===== config.mk =====
export PLATFORM = sky130hd
export DESIGN_NAME = paged_read_seq
export DESIGN_NICKNAME = d
export VERILOG_FILES = /design/src/rtl/pgrd_pkg.sv /design/src/rtl/pgrd_crc16.sv /design/src/rtl/pgrd_ctrl.sv /design/src/rtl/pgrd_outstage.sv /design/src/rtl/paged_read_seq.sv
export SDC_FILE = /design/constraint.sdc
export NUM_CORES = 1
export LEC_CHECK = 0
export BUFFER_PORTS_ARGS = -buffer_cell sky130_fd_sc_hd__buf_2
export CORE_ASPECT_RATIO = 0.7
export CORE_UTILIZATION = 38
export CTS_BUF_LIST = sky130_fd_sc_hd__clkbuf_8
export DETAILED_ROUTE_END_ITERATION = 8
export PLACE_DENSITY = 0.64
export SYNTH_ARGS = -nofsm -noshare
export SYNTH_HDL_FRONTEND = slang
export SYNTH_HIERARCHICAL = 1
export SYNTH_SLANG_ARGS = --single-unit

===== constraint.sdc =====
create_clock -name clk -period 5.65 [get_ports clk]
set_input_delay 0.8475 -clock clk [delete_from_list [all_inputs] [get_ports clk]]
set_output_delay 0.8475 -clock clk [all_outputs]
set_load 0.01 [all_outputs]

===== src/rtl/pgrd_pkg.sv =====
package pgrd_pkg;

    localparam logic [7:0] CMD_LINEAR  = 8'hF0;
    localparam logic [7:0] CMD_TRAILER = 8'hA5;

    typedef enum logic [2:0] {
        ST_CMD,
        ST_ALO,
        ST_AHI,
        ST_DATA,
        ST_CNT,
        ST_TAMP,
        ST_CRC,
        ST_ONES
    } seq_state_e;

    typedef enum logic [2:0] {
        K_ONES,
        K_DATA,
        K_CNT,
        K_TAMP,
        K_CRC
    } byte_kind_e;

endpackage


===== src/rtl/pgrd_crc16.sv =====
module pgrd_crc16 #(
    parameter logic [15:0] POLY_REFL = 16'hA001
) (
    input  logic [15:0] crc_in,
    input  logic [7:0]  din,
    output logic [15:0] crc_out
);
    always_comb begin
        logic [15:0] c;
        c = crc_in;
        for (int i = 0; i < 8; i++) begin
            if (c[0] ^ din[i]) begin
                c = (c >> 1) ^ POLY_REFL;
            end else begin
                c = c >> 1;
            end
        end
        crc_out = c;
    end
endmodule


===== src/rtl/pgrd_ctrl.sv =====
module pgrd_ctrl
    import pgrd_pkg::*;
#(
    parameter int PAGE_BYTES     = 32,
    parameter int PAGES          = 16,
    parameter int CNT_FIRST_PAGE = 8,
    localparam int PG_AW  = $clog2(PAGE_BYTES),
    localparam int MEM_AW = $clog2(PAGE_BYTES * PAGES),
    localparam int PAGE_W = $clog2(PAGES)
) (
    input  logic              clk,
    input  logic              rst_n,
    input  logic              bus_rst,
    input  logic              wr_valid,
    input  logic [7:0]        wr_data,
    input  logic              rd_req,
    output logic              req_acc,
    output byte_kind_e        req_kind,
    output logic [1:0]        req_idx,
    output logic              req_cnt,
    output logic              hdr_fold,
    output logic              mem_en,
    output logic [MEM_AW-1:0] mem_addr,
    output logic              cnt_en,
    output logic [PAGE_W-1:0] cnt_page,
    output logic [15:0]       target_addr
);
    localparam logic [PAGE_W-1:0] CNT_FIRST_P = PAGE_W'(CNT_FIRST_PAGE);
    localparam logic [PAGE_W-1:0] LAST_PAGE_P = PAGE_W'(PAGES - 1);
    localparam logic [15:0]       MEM_LAST    = 16'(PAGE_BYTES * PAGES - 1);

    seq_state_e  state_q, state_d;
    logic        linear_q, linear_d;
    logic [15:0] addr_q, addr_d;
    logic [15:0] tgt_q, tgt_d;
    logic [1:0]  idx_q, idx_d;

    logic              in_mem;
    logic              page_end;
    logic [PAGE_W-1:0] page;
    logic              has_cnt;

    assign in_mem   = (addr_q[15:MEM_AW] == '0);
    assign page     = addr_q[MEM_AW-1:PG_AW];
    assign page_end = (addr_q[PG_AW-1:0] == '1);
    assign has_cnt  = (page >= CNT_FIRST_P);
    assign req_acc  = rd_req & ~bus_rst;

    // Transition logic
    always_comb begin
        state_d  = state_q;
        linear_d = linear_q;
        addr_d   = addr_q;
        tgt_d    = tgt_q;
        idx_d    = idx_q;
        if (bus_rst) begin
            state_d = ST_CMD;
            idx_d   = '0;
        end else begin
            unique case (state_q)
                ST_CMD: if (wr_valid) begin
                    if (wr_data == CMD_LINEAR) begin
                        state_d  = ST_ALO;
                        linear_d = 1'b1;
                    end else if (wr_data == CMD_TRAILER) begin
                        state_d  = ST_ALO;
                        linear_d = 1'b0;
                    end else begin
                        state_d = ST_ONES;
                    end
                end
                ST_ALO: if (wr_valid) begin
                    addr_d[7:0] = wr_data;
                    tgt_d[7:0]  = wr_data;
                    state_d     = ST_AHI;
                end
                ST_AHI: if (wr_valid) begin
                    addr_d[15:8] = wr_data;
                    tgt_d[15:8]  = wr_data;
                    state_d      = ST_DATA;
                end
                ST_DATA: if (req_acc) begin
                    if (!in_mem) begin
                        state_d = ST_ONES;
                    end else if (linear_q) begin
                        if (addr_q == MEM_LAST) begin
                            state_d = ST_ONES;
                        end else begin
                            addr_d = addr_q + 16'd1;
                        end
                    end else if (page_end) begin
                        state_d = ST_CNT;
                        idx_d   = '0;
                    end else begin
                        addr_d = addr_q + 16'd1;
                    end
                end
                ST_CNT: if (req_acc) begin
                    idx_d = idx_q + 2'd1;
                    if (idx_q == 2'd3) begin
                        state_d = ST_TAMP;
                    end
                end
                ST_TAMP: if (req_acc) begin
                    idx_d = idx_q + 2'd1;
                    if (idx_q == 2'd3) begin
                        state_d = ST_CRC;
                    end
                end
                ST_CRC: if (req_acc) begin
                    if (idx_q == 2'd1) begin
                        idx_d = '0;
                        if (page == LAST_PAGE_P) begin
                            state_d = ST_ONES;
                        end else begin
                            addr_d  = addr_q + 16'd1;
                            state_d = ST_DATA;
                        end
                    end else begin
                        idx_d = idx_q + 2'd1;
                    end
                end
                ST_ONES: state_d = ST_ONES;
                default: state_d = ST_ONES;
            endcase
        end
    end

    // State register
    always_ff @(posedge clk or negedge rst_n) begin
        if (!rst_n) begin
            state_q  <= ST_CMD;
            linear_q <= 1'b1;
            addr_q   <= '0;
            tgt_q    <= '0;
            idx_q    <= '0;
        end else begin
            state_q  <= state_d;
            linear_q <= linear_d;
            addr_q   <= addr_d;
            tgt_q    <= tgt_d;
            idx_q    <= idx_d;
        end
    end

    // Outputs
    always_comb begin
        req_kind = K_ONES;
        mem_en   = 1'b0;
        cnt_en   = 1'b0;
        hdr_fold = 1'b0;
        unique case (state_q)
            ST_CMD, ST_ALO, ST_AHI: hdr_fold = wr_valid & ~bus_rst;
            ST_DATA: begin
                req_kind = in_mem ? K_DATA : K_ONES;
                mem_en   = req_acc & in_mem;
            end
            ST_CNT: begin
                req_kind = K_CNT;
                cnt_en   = req_acc & has_cnt;
            end
            ST_TAMP: req_kind = K_TAMP;
            ST_CRC:  req_kind = K_CRC;
            ST_ONES: req_kind = K_ONES;
            default: req_kind = K_ONES;
        endcase
    end

    assign req_idx     = idx_q;
    assign req_cnt     = has_cnt;
    assign mem_addr    = addr_q[MEM_AW-1:0];
    assign cnt_page    = page;
    assign target_addr = tgt_q;

    p_addr_step_r1: assert property (@(posedge clk) disable iff (!rst_n)
        (mem_en && linear_q && (addr_q != MEM_LAST)) |=> (addr_q == $past(addr_q) + 16'd1));

    p_trailer_len_r4: assert property (@(posedge clk) disable iff (!rst_n)
        (state_q == ST_TAMP && req_acc && idx_q == 2'd3) |=> (state_q == ST_CRC));

    p_cnt_page_r5: assert property (@(posedge clk) disable iff (!rst_n)
        cnt_en |-> (cnt_page >= CNT_FIRST_P));

    p_ones_sticky_r8: assert property (@(posedge clk) disable iff (!rst_n)
        (state_q == ST_ONES && !bus_rst) |=> (state_q == ST_ONES));

    p_reset_to_cmd_r9: assert property (@(posedge clk) disable iff (!rst_n)
        bus_rst |=> (state_q == ST_CMD));

    p_tgt_hold_r3: assert property (@(posedge clk) disable iff (!rst_n)
        (state_q != ST_ALO && state_q != ST_AHI) |=> $stable(tgt_q));
endmodule


===== src/rtl/pgrd_outstage.sv =====
module pgrd_outstage
    import pgrd_pkg::*;
#(
    parameter logic [31:0] TAMPER = 32'h5555_5555
) (
    input  logic        clk,
    input  logic        rst_n,
    input  logic        bus_rst,
    input  logic        req_acc,
    input  byte_kind_e  req_kind,
    input  logic [1:0]  req_idx,
    input  logic        req_cnt,
    input  logic        hdr_fold,
    input  logic [7:0]  wr_data,
    input  logic [7:0]  mem_rdata,
    input  logic [31:0] cnt_rdata,
    output logic        rd_valid,
    output logic [7:0]  rd_data
);
    logic        out_valid_q;
    byte_kind_e  out_kind_q;
    logic [1:0]  out_idx_q;
    logic        out_cnt_q;
    logic [15:0] crc_q;
    logic [15:0] crc_next;
    logic [7:0]  fold_byte;
    logic        fold_out;

    always_ff @(posedge clk or negedge rst_n) begin
        if (!rst_n) begin
            out_valid_q <= 1'b0;
            out_kind_q  <= K_ONES;
            out_idx_q   <= '0;
            out_cnt_q   <= 1'b0;
        end else begin
            out_valid_q <= req_acc;
            if (req_acc) begin
                out_kind_q <= req_kind;
                out_idx_q  <= req_idx;
                out_cnt_q  <= req_cnt;
            end
        end
    end

    always_comb begin
        unique case (out_kind_q)
            K_DATA:  rd_data = mem_rdata;
            K_CNT:   rd_data = out_cnt_q ? cnt_rdata[8*out_idx_q +: 8] : 8'hFF;
            K_TAMP:  rd_data = TAMPER[8*out_idx_q +: 8];
            K_CRC:   rd_data = out_idx_q[0] ? ~crc_q[15:8] : ~crc_q[7:0];
            default: rd_data = 8'hFF;
        endcase
    end

    assign rd_valid  = out_valid_q;
    assign fold_out  = out_valid_q &&
                       (out_kind_q == K_DATA || out_kind_q == K_CNT || out_kind_q == K_TAMP);
    assign fold_byte = hdr_fold ? wr_data : rd_data;

    pgrd_crc16 #(.POLY_REFL(16'hA001)) u_crc (
        .crc_in  (crc_q),
        .din     (fold_byte),
        .crc_out (crc_next)
    );

    always_ff @(posedge clk or negedge rst_n) begin
        if (!rst_n) begin
            crc_q <= '0;
        end else if (bus_rst) begin
            crc_q <= '0;
        end else if (hdr_fold || fold_out) begin
            crc_q <= crc_next;
        end else if (out_valid_q && out_kind_q == K_CRC && out_idx_q[0]) begin
            crc_q <= '0;
        end
    end

    p_crc_steady_r6: assert property (@(posedge clk) disable iff (!rst_n)
        (out_valid_q && out_kind_q == K_CRC && !out_idx_q[0] && !bus_rst && !hdr_fold)
        |=> $stable(crc_q));

    p_crc_restart_r7: assert property (@(posedge clk) disable iff (!rst_n)
        (out_valid_q && out_kind_q == K_CRC && out_idx_q[0]) |=> (crc_q == 16'h0000 || hdr_fold));
endmodule


===== src/rtl/paged_read_seq.sv =====
module paged_read_seq
    import pgrd_pkg::*;
#(
    parameter int          PAGE_BYTES     = 32,
    parameter int          PAGES          = 16,
    parameter int          CNT_FIRST_PAGE = 8,
    parameter logic [31:0] TAMPER         = 32'h5555_5555,
    localparam int MEM_AW = $clog2(PAGE_BYTES * PAGES),
    localparam int PAGE_W = $clog2(PAGES)
) (
    input  logic              clk,
    input  logic              rst_n,
    input  logic              bus_rst,
    input  logic              wr_valid,
    input  logic [7:0]        wr_data,
    input  logic              rd_req,
    output logic              rd_valid,
    output logic [7:0]        rd_data,
    output logic              mem_en,
    output logic [MEM_AW-1:0] mem_addr,
    input  logic [7:0]        mem_rdata,
    output logic              cnt_en,
    output logic [PAGE_W-1:0] cnt_page,
    input  logic [31:0]       cnt_rdata,
    output logic [15:0]       target_addr
);
    logic       req_acc;
    byte_kind_e req_kind;
    logic [1:0] req_idx;
    logic       req_cnt;
    logic       hdr_fold;

    pgrd_ctrl #(
        .PAGE_BYTES     (PAGE_BYTES),
        .PAGES          (PAGES),
        .CNT_FIRST_PAGE (CNT_FIRST_PAGE)
    ) u_ctrl (
        .clk         (clk),
        .rst_n       (rst_n),
        .bus_rst     (bus_rst),
        .wr_valid    (wr_valid),
        .wr_data     (wr_data),
        .rd_req      (rd_req),
        .req_acc     (req_acc),
        .req_kind    (req_kind),
        .req_idx     (req_idx),
        .req_cnt     (req_cnt),
        .hdr_fold    (hdr_fold),
        .mem_en      (mem_en),
        .mem_addr    (mem_addr),
        .cnt_en      (cnt_en),
        .cnt_page    (cnt_page),
        .target_addr (target_addr)
    );

    pgrd_outstage #(.TAMPER(TAMPER)) u_out (
        .clk       (clk),
        .rst_n     (rst_n),
        .bus_rst   (bus_rst),
        .req_acc   (req_acc),
        .req_kind  (req_kind),
        .req_idx   (req_idx),
        .req_cnt   (req_cnt),
        .hdr_fold  (hdr_fold),
        .wr_data   (wr_data),
        .mem_rdata (mem_rdata),
        .cnt_rdata (cnt_rdata),
        .rd_valid  (rd_valid),
        .rd_data   (rd_data)
    );

    p_valid_req_r11: assert property (@(posedge clk) disable iff (!rst_n)
        rd_valid |-> $past(rd_req));
endmodule


==> out/qor.yml <==
vias_per_cell: 5.67
worstPathMaxFanout: 9
syn-num-nets: 489
synth-xor-area-share_pct: 5.50
grt_pass1_vias: 3312
crit_path_end_kind: "flip-flop"
holdPathStages: 1
reg2reg_depth: 10
synth_flop_cell: "dfrtp_1"
drt_iter0_drc: 281
htree_levels: 3
p_leak_nw: 2.12
cts_inserted_buffers: 9
hp-class: "reg2reg"
start_kind: "input pin"
die_h_um: 90.1
synth.avg_cell_area_um2: 9.77
yosysWarnings: 6
synth_top_family_by_area: "compound AO/OA/AOI/OAI gates"
cts_buffer_depth: 2
clk_pin_slew_worst_paths_ns: 0.07
grt_pass1_wl_um: 18300
core_mm2: 0.0106
yosysTopAreaCellShare_pct: 35.7
dp.cells: 630
die_width_um: 128
synth-simple-area-share_pct: 15.5
synth.distinct_cells: 71
antenna_cells: 0
synthTopCellsByArea: "dfrtp_1 36%, mux2_2 8.6%, a22o_1 4.2%"
synthArstFlopShare_pct: 100
grt_use_total_pct: 20.7
drc: 0
grt_max_degree: 62
start_util_pct: 39.9
row_count: 31
tightest_slew_ns: 1.11
drt_pass1_iterations: 5
cp_data_arrival_time_ns: 3.96
maxCapViolations: 0
total_power_mw: 2.81
synthToLayoutAreaGrowth_pct: 14.1
final_cell_mix: "92 x buf_2, 60 x dfrtp_1, 34 x nand2_1, 32 x mux2_2, 22 x nor2_1"
antenna_found_initial: 0
post_cts_resized: 0
ir_drop_mv: 0.269
io_buffers: 92
drive_above_1_share_pct: 32.0
min_to: "u_ctrl/target_addr[9]$_DFFE_PN0P_"
post-dp-hpwl_um: 8600
yosysTopAreaCell: "dfrtp_1"
crit_required_ns: 5.90
netlist_area_mm2: 0.00421
final_area_mm2: 0.00480
via_count: 3658
grt_overflow_total: 0
period_minus_slack_ns: 3.71
synth_edf_count: 0
pwr_density_cell_mw_per_mm2: 586
antenna_left: 0
clk_latency_ns: 0.35
stdcell_count: 645
r2r_end: "u_out/crc_q[0]$_DFFE_PN0P_"
yosysSeqAreaShare_pct: 36.3
synth_compound_area_share_pct: 20.3
post_cts_buffers: 0
fillers: 1034
cts_sinks: 61
rrSetupSlack_ns: 1.94
final_net_count: 551
totalWireLength_um: 11700
path_class: "in2reg"
status: "finished clean"
synthCells: 431
skew_ns: 0.00970
hp-start: "u_ctrl/target_addr[9]$_DFFE_PN0P_"
max_freq_mhz: 270
die_area_mm2: 0.0115
ys_ff_latch: 61
max_slew_margin_pct: 25.6
synthMuxAreaShare_pct: 13.0
finalSetupTns_ns: 0
setup_viol: 0
gp_congestion: 0.846
cts-root-buf: "clkbuf_8"
final_hold_viol_count: 0
cts_tree: "done"
r2r-start: "u_ctrl/state_q[2]$_DFFE_PN0P_"
timing.final.crit_share_pct: 65.6
hold_buffers: 0
avgRoutedWirePerCell_um: 18.2
rsz0062_at_grt: "no"
synthAdderAreaFrac_pct: 1.49
drv_slew: 0
io_pins: 93
final_common_cell: "buf_2"
placed_cell_area_mm2: 0.00459
## cells in the mapped netlist (12+ instances only)
cell      count
a21oi_1      15
a22o_1       20
buf_4        19
clkbuf_1     12
dfrtp_1      60
inv_1        15
mux2_2       32
nand2_1      34
nor2_1       22
o21ai_0      12
o22ai_1      14
xnor2_1      16
## per-stage QoR
stage / worst slack [ns] / hold WS [ns] / utilization [%]
2_1_floorplan: 2.07 / 0.497 / -
5_1_grt: 1.73 / 0.516 / 45.5
3_3_place_gp: 1.70 / 0.460 / 43.5
3_5_place_dp: 1.62 / 0.474 / 43.5
4_1_cts: 1.98 / 0.499 / 45.5
6_report: 1.94 / 0.492 / 45.5
## power breakdown
| part | switching (mW) | internal, mW |
|---|---|---|
| registers | 0.253 | 0.603 |
| clock network | 0.176 | 0.255 |
| logic | 0.791 | 0.736 |
## cell type report
class	count	area, um^2	share of cell area [%]
flip-flops and latches	61	1530	31.8
repair buffers	93	468	9.74
inverters	16	60.1	1.25
clock inverters	5	76.3	1.59
clock buffers	10	138	2.87
multi-input cells	312	2350	48.9
well taps	148	185	3.86
## how the worst max path moves through the flow
stage,depth (start not counted),start,endpoint
after floorplan,10,wr_valid,u_out/crc_q[0]$_DFFE_PN0P_
after global placement,11,wr_valid,u_out/crc_q[0]$_DFFE_PN0P_
after detailed placement,11,wr_valid,u_out/crc_q[0]$_DFFE_PN0P_
after CTS,11,wr_valid,u_out/crc_q[0]$_DFFE_PN0P_
after global routing,10,u_ctrl/state_q[2]$_DFFE_PN0P_,u_out/crc_q[0]$_DFFE_PN0P_
final,11,wr_valid,u_out/crc_q[0]$_DFFE_PN0P_
## worst max-delay path, cell delays in order
cell and delay [ns]:
buf_2 0.09, nor2b_1 0.27, nor2b_1 0.27, a21boi_0 0.45, inv_2 0.20, mux2_2 0.32, xor2_1 0.25, xnor2_1 0.19
xor3_2 0.52, xnor3_1 0.35, a22o_1 0.20
## state kept, by name (all words and copies together) (netlist names)
name and cells:
u_out/out_idx_q 2, u_out/out_cnt_q 1, u_ctrl/linear_q 1, u_ctrl/target_addr 16, u_out/out_kind_q 3, u_ctrl/state_q 3
u_ctrl/addr_q 16, u_ctrl/req_idx 2, u_out/crc_q 16, u_out/rd_valid 1
## metal layers
layer / GRT usage (%) / vias to the layer above / share of wire [%]
li1: - / 1706 / -
met1: 31.9 / 1792 / 49
met2: 28.7 / 150 / 41
met3: 4.52 / 10 / 8.2
met4: 5.00 / 0 / 1.1
met5: 0 / - / 0
## cell families after synthesis
logic type / Yosys count
fa+ha+maj: 5
buf+inv: 58
compound gates: 114
simple gates: 121
flops: 61
mux: 49
xor+xnor: 23
No activity file was read; power rests on OpenSTA's default activity.
